===== src/rtl/triplet_pkg.sv =====
package triplet_pkg;

  localparam int RES_W = 3;

  typedef logic [RES_W-1:0] tres_t;

  typedef enum logic [1:0] {
    TS_IDLE,
    TS_RD_ID,
    TS_RD_CMP,
    TS_WR_DIR
  } tseq_e;

  // Both devices answer 1 on both reads: nobody present or bus fault.
  function automatic logic is_dead(input logic id_b, input logic cmp_b);
    return id_b & cmp_b;
  endfunction

  // Branch choice: equal reads (both 0) mean a discrepancy -> take preference.
  function automatic logic pick_dir(input logic id_b, input logic cmp_b,
                                    input logic pref_b);
    return (id_b == cmp_b) ? pref_b : id_b;
  endfunction

  function automatic tres_t pack_res(input logic id_b, input logic cmp_b,
                                     input logic dir_b);
    tres_t r;
    if (is_dead(id_b, cmp_b)) r = 3'b011;
    else                      r = {dir_b, cmp_b, id_b};
    return r;
  endfunction

endpackage


===== src/rtl/trip_seq.sv =====
module trip_seq
  import triplet_pkg::*;
(
  input  logic clk,
  input  logic rst_n,
  input  logic go,
  input  logic slot_ack,
  input  logic cmp_dead,
  output logic slot_req,
  output logic slot_wr,
  output logic busy,
  output logic go_accept,
  output logic id_ack,
  output logic cmp_ack,
  output logic wr_ack,
  output logic fin
);

  tseq_e state_q, state_d;

  assign go_accept = go && (state_q == TS_IDLE);
  assign id_ack    = slot_ack && (state_q == TS_RD_ID);
  assign cmp_ack   = slot_ack && (state_q == TS_RD_CMP);
  assign wr_ack    = slot_ack && (state_q == TS_WR_DIR);
  assign fin       = (cmp_ack && cmp_dead) || wr_ack;

  assign slot_req  = (state_q != TS_IDLE);
  assign slot_wr   = (state_q == TS_WR_DIR);
  assign busy      = (state_q != TS_IDLE);

  always_comb begin
    state_d = state_q;
    unique case (state_q)
      TS_IDLE:   if (go_accept) state_d = TS_RD_ID;
      TS_RD_ID:  if (id_ack)    state_d = TS_RD_CMP;
      TS_RD_CMP: if (cmp_ack)   state_d = cmp_dead ? TS_IDLE : TS_WR_DIR;
      TS_WR_DIR: if (wr_ack)    state_d = TS_IDLE;
      default:                  state_d = TS_IDLE;
    endcase
  end

  always_ff @(posedge clk or negedge rst_n) begin
    if (!rst_n) state_q <= TS_IDLE;
    else        state_q <= state_d;
  end

endmodule


===== src/rtl/trip_capture.sv =====
module trip_capture
  import triplet_pkg::*;
(
  input  logic  clk,
  input  logic  rst_n,
  input  logic  go_accept,
  input  logic  pref_in,
  input  logic  id_ack,
  input  logic  cmp_ack,
  input  logic  rbit,
  input  logic  fin,
  output logic  pref_q,
  output logic  id_q,
  output logic  cmp_q,
  output logic  dir,
  output tres_t res_q,
  output logic  done_q
);

  logic cmp_now;
  logic dir_now;

  assign cmp_now = cmp_ack ? rbit : cmp_q;
  assign dir_now = pick_dir(id_q, cmp_now, pref_q);
  assign dir     = pick_dir(id_q, cmp_q, pref_q);

  always_ff @(posedge clk or negedge rst_n) begin
    if (!rst_n) begin
      pref_q <= 1'b0;
      id_q   <= 1'b0;
      cmp_q  <= 1'b0;
      res_q  <= '0;
      done_q <= 1'b0;
    end else begin
      if (go_accept) pref_q <= pref_in;
      if (id_ack)    id_q   <= rbit;
      if (cmp_ack)   cmp_q  <= rbit;
      if (fin)       res_q  <= pack_res(id_q, cmp_now, dir_now);
      done_q <= fin;
    end
  end

endmodule


===== src/rtl/triplet_unit.sv =====
module triplet_unit
  import triplet_pkg::*;
(
  input  logic         clk,
  input  logic         rst_n,
  input  logic         step_go,
  input  logic         pref_dir,
  output logic         busy,
  output logic         step_done,
  output logic [2:0]   step_res,
  output logic         slot_req,
  output logic         slot_wr,
  output logic         slot_wdata,
  input  logic         slot_ack,
  input  logic         slot_rbit
);

  // Named internal events, also used by the bound checker.
  logic go_accept;
  logic id_ack;
  logic cmp_ack;
  logic wr_ack;
  logic fin;
  logic cmp_dead;
  logic pref_q;
  logic id_q;
  logic cmp_q;
  logic dir;
  tres_t res_q;

  assign cmp_dead = is_dead(id_q, slot_rbit);

  trip_seq u_seq (
    .clk       (clk),
    .rst_n     (rst_n),
    .go        (step_go),
    .slot_ack  (slot_ack),
    .cmp_dead  (cmp_dead),
    .slot_req  (slot_req),
    .slot_wr   (slot_wr),
    .busy      (busy),
    .go_accept (go_accept),
    .id_ack    (id_ack),
    .cmp_ack   (cmp_ack),
    .wr_ack    (wr_ack),
    .fin       (fin)
  );

  trip_capture u_cap (
    .clk       (clk),
    .rst_n     (rst_n),
    .go_accept (go_accept),
    .pref_in   (pref_dir),
    .id_ack    (id_ack),
    .cmp_ack   (cmp_ack),
    .rbit      (slot_rbit),
    .fin       (fin),
    .pref_q    (pref_q),
    .id_q      (id_q),
    .cmp_q     (cmp_q),
    .dir       (dir),
    .res_q     (res_q),
    .done_q    (step_done)
  );

  assign step_res   = res_q;
  assign slot_wdata = dir;

endmodule


===== config.mk =====
export PLATFORM = sky130hd
export DESIGN_NAME = triplet_unit
export DESIGN_NICKNAME = d
export VERILOG_FILES = /design/src/rtl/triplet_pkg.sv /design/src/rtl/trip_seq.sv /design/src/rtl/trip_capture.sv /design/src/rtl/triplet_unit.sv
export SDC_FILE = /design/constraint.sdc
export NUM_CORES = 1
export LEC_CHECK = 0
export CORE_AREA = 2 2 39 41
export DETAILED_ROUTE_END_ITERATION = 16
export DIE_AREA = 0 0 41 43
export HOLD_SLACK_MARGIN = 0.03
export PLACE_DENSITY = 0.6
export SYNTH_ARGS = -nofsm -noshare
export SYNTH_HDL_FRONTEND = slang
export SYNTH_SLANG_ARGS = --single-unit

===== constraint.sdc =====
create_clock -name clk -period 1.55 [get_ports clk]
set_input_delay 0.2325 -clock clk [delete_from_list [all_inputs] [get_ports clk]]
set_output_delay 0.2325 -clock clk [all_outputs]
set_load 0.02 [all_outputs]

Word level (Yosys, flattened, before mapping)
Cells that the tools add are included.
{ "op_classes": {"n_eq_ne": 9, "muxes": 10, "n_bitwise": 2, "n_reduce_logical": 9} }
{ "op_table": {"columns": ["operator", "count"], "rows": [
  ["2-bit 2-to-1 mux", 5],
  ["2-bit one-hot mux with 4 select lines", 1],
  ["1-bit logical AND", 5],
  ["2-bit equality test (second input constant)", 2],
  ["2-bit by 1-bit inequality test with 1-bit output (second input constant)", 2],
  ["2-bit inequality test (second input constant)", 2],
  ["4-bit AND reduction", 1],
  ["1-bit 2-to-1 mux", 3],
  ["3-bit 2-to-1 mux", 1],
  ["1-bit AND", 2],
  ["1-bit equality test", 2],
  ["2-bit by 1-bit equality test with 1-bit output (second input constant)", 1],
  ["2-bit logical NOT", 1],
  ["2-bit nonzero test", 1],
  ["1-bit logical OR", 1]
]} }
{ "totals": {"ff_bits": 9, "output_inout_bits": 8} }

Longest topological paths before layout
Gate-level depths: netlist of the first run.
{ "logic_depth": {"depth_word": 6, "depth_mapped": 7, "ltp_nobuf": 7} }

By module
Synthesis of the first run repeated with hierarchy kept, for this count alone.
{ "hier_totals": {"hier_cells": 40, "area_unflattened_um2": 436.7} }
{ "by_module_without_submodules": {"columns": ["module", "instances", "cells_per_inst", "area_each_um2", "seq_area_each_um2"], "rows": [
  ["trip_capture", 1, 21, 286.5, 175.2],
  ["trip_seq", 1, 18, 143.9, 50.0],
  ["triplet_unit", 1, 1, 6.3, 0.0]
]} }

Worst setup path after synthesis of the first run
No wires, ideal clock.
{ "synth_path": {"path_type": "register -> register", "from": "reg u_seq.state_q[1]", "to": "reg u_cap.res_q[2]", "setup_ps": 104, "arrival_ps": 1541, "t_required_ps": 1446, "setup_slack_ps": -95, "stages_incl_launch_ff": 7, "cell_sequence": "dfrtp_1 > nand2_2 > nor2_1 > mux2_1 > ha_1 > mux2i_1 > o41ai_2"} }
{ "synth_between": {"elab_chain_len": 6, "word_cells_on_any_way": 11} }
{ "synth_lines": {"columns": ["item", "line_no", "source"], "rows": [
  ["start, declared", "trip_seq.sv:19", "tseq_e state_q, state_d;"],
  ["start signal, assigned", "trip_seq.sv:44", "else state_q <= state_d;"],
  ["2-bit equality test *", "trip_seq.sv:23", "assign cmp_ack = slot_ack && (state_q == TS_RD_CMP);"],
  ["1-bit logical AND *", "trip_seq.sv:23", null],
  ["1-bit 2-to-1 mux *", null, null],
  ["via u_cap.cmp_now", "trip_capture.sv:20", "logic cmp_now;"],
  ["1-bit equality test", "triplet_pkg.sv:22", "return (id_b == cmp_b) ? pref_b : id_b;"],
  ["1-bit 2-to-1 mux", "triplet_pkg.sv:22", null],
  ["3-bit 2-to-1 mux *", "triplet_pkg.sv:28", "if (is_dead(id_b, cmp_b)) r = 3'b011;"],
  ["end signal, assigned", "trip_capture.sv:38", "if (fin) res_q <= pack_res(id_q, cmp_now, dir_now);"],
  ["end, declared", "trip_capture.sv:16", "output tres_t res_q,"]
]} }
The timed path passes the listed nets; every way through them passes the cells marked *.
A chain may end at the register's enable or synchronous reset.

Worst setup path in the final report of the first run
Ends and elaborated chain as after synthesis.

==> run_results.csv, run 1 <==
group,metric,value,unit
outcome,outcome,"finished, final reports clean",
detailed_routing,drc,0,
logic_synthesis,yosys.area.top_type_share,49.6,%
logic_synthesis,syn_avg_cell_area,11.1,µm²
floorplan,initial_core_util,32.8,%
global_routing,antenna_found_initial,0,
logic_synthesis,yosysUniqueCellTypes,20,
critical_path,crit_chain,"nand2_2, nor2_2, mux2_4, ha_4, mux2i_1, o41ai_2",
clocking,tritoncts,"done",
global_routing,gr-total-overflow,0,
power,totalPowerFinal,0.00147,W
detailed_routing,dr.pass1.iters,4,
floorplan,ioPinCount,14,
power,p_leak,0.310,nW
clocking,htreeDepth,1,
sta,finalCriticalPeriod,1.52,ns
floorplan,dieArea,0.00176,mm²
logic_synthesis,synth_nets,48,
critical_path,reg2regPathDepth,6,
detailed_routing,postRouteWirelength,861,µm
critical_path,startpoint_type,"flip-flop",
clocking,hold_buffers,0,
logic_synthesis,syn-cell-area,454,µm²
global_routing,grt.busiest_layer,"met1",
sta,fin_tns_setup,0,ns
sta,setup_viol,0,
sta,slew_headroom,73.1,%
critical_path,critPathMaxFanout,2,
placed_design,gp_congestion,0.658,
layout,fin_area,678,µm²
layout,multi_input_area,229,µm²
global_routing,use_met2,15.9,%
critical_path,max_stage_delay,0.36,ns
critical_path,path_delay_family,"multiplexers",
logic_synthesis,synth-seq-cells,9,
sta,fin_crit_sh,98.2,%
layout,nets,72,
critical_path,path_class,"reg2reg",
critical_path,critPathArrivalTime,1.65,ns
hold_path,hp-class,"in2async",
power,power_density,2160,mW/mm²
sta,fin_skew,0.00636,ns
clocking,path_clk_slew,0.06,ns
clocking,clock_tree.buffer_depth,2,
critical_path,r2r_start,"u_seq.state_q[1]",
layout,syn_to_final_growth,49.3,%
logic_synthesis,ys_seq_area_share,49.6,%
floorplan,fp.dieW,41,µm
critical_path,cp-end-kind,"flip-flop",
logic_synthesis,synth_most_common_cell,"dfrtp_1",
clocking,post_cts_buffers,0,
global_routing,grt_start_max_net_pins,10,
critical_path,crit_buf_inv,0,
logic_synthesis,netlist_top_cells_count,"dfrtp_1, nor2_1, o21ai_0, inv_1",
global_routing,track_usage,12.1,%
global_routing,use_met1,16.4,%
power,ir_drop,0.00101,V
placed_design,place_area,656,µm²
detailed_routing,drt_iter0_drc,3,
sta,drv_slew,0,
global_routing,grt_pass1_vias,340,
logic_synthesis,netlist_top_cells_area,"dfrtp_1, mux2_1, nor2_1",
sta,fmaxAchievable,657,MHz
logic_synthesis,synth.yosys.warnings,0,
layout,insertedDiodeCount,0,
critical_path,crit_required,1.68,ns
global_routing,grt_pass1_wl,1420,µm
critical_path,rrSetupSlack,0.03,ns
floorplan,rows,14,
global_routing,met3_usage,5.24,%
logic_synthesis,ys_async_sr_fraction,100,%
clocking,root_buffer,"clkbuf_4",
floorplan,die_h,43,µm
sta,hold_slack,0.274,ns
placed_design,dp_hpwl,692,µm
layout,layout-drive-gt1-share,34.4,%
detailed_routing,antenna_left,0,
critical_path,critPathSlowestCell,"dfrtp_1",
logic_synthesis,synth-edff-count,0,
logic_synthesis,synthFlopType,"dfrtp_1",
detailed_routing,via_per_inst,4.46,
layout,ff_latch_area,225,µm²
clocking,clock-sinks,9,
layout,fill_cells,142,
sta,rsz0062_at_grt,"true",
sta,tightest_slew,0.402,ns
logic_synthesis,synth_top_area_cell,"dfrtp_1",
clocking,cts_buffers,3,
detailed_routing,vias,357,
flow_run,drv_cap,0,
placed_design,portBuffers,13,
critical_path,regToRegEndpoint,"u_cap.res_q[2]",
sta,finalHoldViolations,0,
floorplan,core,0.00138,mm²
logic_synthesis,synth_cells,41,
clocking,clk_latency,0.25,ns
detailed_routing,wl_per_cell,10.8,µm
stage by stage:
stage / setup slack (ns) / cells / util [%]
2_1_floorplan: -0.0648 / 41 / -
3_3_place_gp: -0.366 / 76 / 47.4
3_5_place_dp: -0.417 / 76 / 47.4
4_1_cts: 0.00414 / 80 / 50.0
5_1_grt: -0.0540 / 80 / 49.0
6_report: 0.0286 / 80 / 49.0
sequential cells by signal (all words and copies together) (netlist names):
signal         count
u_cap.id_q         1
u_cap.cmp_q        1
u_cap.res_q        3
u_cap.pref_q       1
u_cap.done_q       1
u_seq.state_q      2
cells in the final DEF, fill, tap and decap left out, drive strengths merged, types with 2 or more instances in the layout:
cell type and count:
inv 3, mux2 3, o21ai 4, buf 7
dfrtp 9, a21oi 2, nand2 4, clkdlybuf4s50 8
clkbuf 7, nor2 6
report_power, final:
group,internal [W],switching (W)
combinational,0.000438,0.000447
sequential,0.000345,0.0000627
clock,0.0000987,0.0000740
total,0.000882,0.000584
layout make-up:
cell class	instances	area share, %
Inverter	3	1.66
Sequential cell	9	33.2
Timing Repair Buffer	20	24.5
Clock buffer	4	3.87
Tap cell	16	2.95
Multi-Input combinational cell	28	33.8
worst max-delay path by stage:
stage	start	to	slack, ns	cells after the start
finish	u_seq.state_q[1]	u_cap.res_q[2]	0.03	6
floorplan	u_seq.state_q[1]	u_cap.res_q[2]	-0.06	6
global placement	slot_ack	u_cap.res_q[2]	-0.37	7
CTS	u_seq.state_q[0]	slot_wr	0.004	3
global route	u_seq.state_q[1]	u_cap.res_q[2]	-0.05	6
detailed placement	slot_ack	u_cap.res_q[2]	-0.42	7
layer usage:
layer | wire length, µm | vias to the layer above
li1 | - | 188
met1 | 423 | 155
met2 | 371 | 12
met3 | 43 | 2
met4 | 22 | 0
met5 | 0 | -
kinds of logic (layout without fill, tap and decap cells):
group,Yosys count,after routing,synth area share (%)
AOI/OAI and AO/OA,10,10,18.2
adders and majority gates,2,2,4.96
buffers and inverters,4,27,4.13
DFF,9,9,49.6
muxes,4,4,10.5
and+or+nand+nor,12,12,12.7
timing repair:
item,CTS,global route
setup endpoints to repair,6,5
gates resized for setup,9,4
gates cloned,0,0
Power figures use the tool's default switching activity.
==> run 2, diff against run 1 <==
--- a/config.mk
+++ b/config.mk
@@ -5,9 +5,9 @@
 export SDC_FILE = /design/constraint.sdc
 export NUM_CORES = 1
 export LEC_CHECK = 0
-export CORE_AREA = 2 2 39 41
+export CORE_AREA = 4 4 41 43
 export DETAILED_ROUTE_END_ITERATION = 16
-export DIE_AREA = 0 0 41 43
+export DIE_AREA = 0 0 45 47
 export HOLD_SLACK_MARGIN = 0.03
 export PLACE_DENSITY = 0.6
 export SYNTH_ARGS = -nofsm -noshare
==> run 2 against run 1 <==
Compared with the run above: sequential cell count did not move; combinational power up 3.5%; sequential share of layout area fell by 0.66 points; clock power grew 4%; critical path type unchanged; highest routed layer is now met3.
==> run_results.csv, run 2 (synthesized netlist as in run 1, its figures left out) <==
group,metric,value,unit
outcome,outcome,"finished, final reports clean",
sta,rsz0062_at_grt,"true",
detailed_routing,vias,382,
critical_path,path_delay_family,"multiplexers",
detailed_routing,antenna_left,0,
floorplan,ioPinCount,14,
critical_path,path_class,"reg2reg",
power,power_density,2170,mW/mm²
layout,reg_top3,"u_cap.res_q: 3 flops, u_seq.state_q: 2 flops",
sta,slew_headroom,71.9,%
critical_path,crit_start,"u_seq.state_q[1]",
hold_path,hp-class,"in2async",
sta,hold_slack,0.269,ns
sta,drv_slew,0,
clocking,tritoncts,"done",
layout,layout-drive-gt1-share,38.5,%
layout,nets,73,
clocking,htreeDepth,1,
floorplan,fp.dieW,45,µm
sta,finalCriticalPeriod,1.52,ns
global_routing,grt_pass1_wl,1590,µm
critical_path,r2r_start,"u_seq.state_q[1]",
layout,syn_to_final_growth,52.3,%
critical_path,path_depth,6,
placed_design,portBuffers,13,
clocking,root_buffer,"clkbuf_4",
clocking,cts_buffers,3,
clocking,hold_buffers,0,
layout,largest-register,"u_cap.res_q",
power,swShare,39.9,%
floorplan,rows,13,
layout,utilization,53.2,%
floorplan,initial_core_util,34.9,%
clocking,clk_latency,0.26,ns
critical_path,cp-endpoint,"u_cap.res_q[2]",
layout,insertedDiodeCount,0,
detailed_routing,wl_per_cell,10.6,µm
global_routing,track_usage,10.4,%
floorplan,die_h,47,µm
critical_path,max_stage_delay,0.36,ns
sta,finalHoldViolations,0,
power,clkPwrFrac,12.0,%
placed_design,dp_hpwl,668,µm
critical_path,critPathArrivalTime,1.65,ns
critical_path,crit_required,1.68,ns
global_routing,grt_start_max_net_pins,10,
placed_design,gp_congestion,0.725,
power,sequentialPowerShare,26.9,%
layout,ff_latch_area,225,µm²
detailed_routing,postRouteWirelength,844,µm
critical_path,crit_buf_inv,0,
power,ir_drop,0.000854,V
detailed_routing,dr.pass1.iters,1,
power,p_switching,0.000599,W
sta,fin_crit_sh,98.1,%
critical_path,cp-end-kind,"flip-flop",
critical_path,critPathMaxFanout,2,
layout,final_common_cell,"dfrtp_1",
layout,largest_reg_flops,3,
clocking,clock_tree.buffer_depth,2,
floorplan,dieArea,0.00212,mm²
global_routing,gr-total-overflow,0,
power,p_int,0.000901,W
power,p_leak,0.319,nW
detailed_routing,drc,0,
sta,fmaxAchievable,658,MHz
sta,fin_skew,0.00768,ns
global_routing,grt_pass1_vias,405,
detailed_routing,drt_iter0_drc,0,
critical_path,critPathSlowestCell,"dfrtp_1",
sta,tightest_slew,0.421,ns
critical_path,startpoint_type,"flip-flop",
detailed_routing,via_per_inst,4.78,
critical_path,reg2regPathDepth,6,
clocking,path_clk_slew,0.07,ns
critical_path,regToRegEndpoint,"u_cap.res_q[2]",
clocking,clock-sinks,9,
layout,final_cell_mix,"dfrtp_1, clkdlybuf4s50_1, buf_4",
power,power_frac_comb,61.1,%
sta,setup_viol,0,
global_routing,antenna_found_initial,0,
critical_path,rrSetupSlack,0.03,ns
floorplan,core,0.00130,mm²
layout,fill_cells,124,
flow_run,drv_cap,0,
critical_path,crit_chain,"nand2_2, nor2_4, mux2_4, ha_4, mux2i_1, o41ai_2",
layout,multi_input_area,234,µm²
run 2: cell count changes in the layout (fill, tap and decap cells not counted):
cell	previous run	this run
nor2_2	1	0
clkinv_2	0	1
clkbuf_1	1	0
buf_4	7	8
nor2_4	0	1
clkdlybuf4s15_1	1	0
clkdlybuf4s15_2	0	1
run 2: how the worst min path moves through the flow:
stage,to,depth (start not counted)
3_5_place_dp,u_cap.res_q[1],1
3_3_place_gp,u_cap.res_q[0],2
4_1_cts,u_cap.done_q,1
2_1_floorplan,u_cap.cmp_q,0
6_report,u_cap.done_q,1
5_1_grt,u_cap.done_q,1
run 2: what timing repair did:
item / in CTS / in global routing
setup endpoints to repair: 6 / 6
gates resized for setup: 9 / 6
setup buffers: 0 / 1
run 2: cell type report:
type / instances / share of cell area [%]
clock buffer: 3 / 3.25
clock inverter: 1 / 0.723
inverter: 3 / 1.63
multi-input combinational: 28 / 33.8
sequential: 9 / 32.5
tap: 15 / 2.71
timing repair buffer: 21 / 25.3
run 2: layer usage:
metal	vias to the layer above	wire, µm	GRT usage (%)
li1	190	-	-
met1	179	366	11.7
met2	13	399	17.5
met3	0	78	4.60
met4	0	0	3.51
met5	-	0	0
run 2: stage by stage:
step / TNS [ns] / std cells / cell area, µm² / total power, W / setup WS (ns)
floorplan: -0.0903 / 41 / 460 / 0.000954 / -0.0648
global placement: -0.865 / 75 / 654 / 0.00132 / -0.357
detailed placement: -0.888 / 75 / 654 / 0.00131 / -0.365
CTS: -0.0254 / 79 / 692 / 0.00151 / -0.0140
global route: -0.0385 / 80 / 692 / 0.00162 / -0.0385
finish: 0 / 80 / 692 / 0.00150 / 0.0299
run 2: worst register-to-register path: stages (launching register included):
cell     delay, ns
dfrtp_1       0.36
nand2_2       0.08
nor2_4        0.08
mux2_4        0.32
ha_4          0.27
mux2i_1       0.20
o41ai_2       0.07
run 2: power groups by stage:
stage          logic (W)  registers (W)  clock network, W
2_1_floorplan   0.000449       0.000505                 0
3_3_place_gp    0.000909       0.000406                 0
3_5_place_dp    0.000905       0.000409                 0
4_1_cts         0.000913       0.000405          0.000190
5_1_grt          0.00100       0.000419          0.000196
6_report        0.000917       0.000403          0.000180
==> run 3, diff against run 2 <==
--- a/config.mk
+++ b/config.mk
@@ -5,9 +5,10 @@
 export SDC_FILE = /design/constraint.sdc
 export NUM_CORES = 1
 export LEC_CHECK = 0
-export CORE_AREA = 4 4 41 43
+export CAP_MARGIN = 20
+export CORE_AREA = 2 2 39 41
 export DETAILED_ROUTE_END_ITERATION = 16
-export DIE_AREA = 0 0 45 47
+export DIE_AREA = 0 0 41 43
 export HOLD_SLACK_MARGIN = 0.03
 export PLACE_DENSITY = 0.6
 export SYNTH_ARGS = -nofsm -noshare
==> results of run 3 <==
The final DEF is identical to that of run 1; final timing and power are the same.
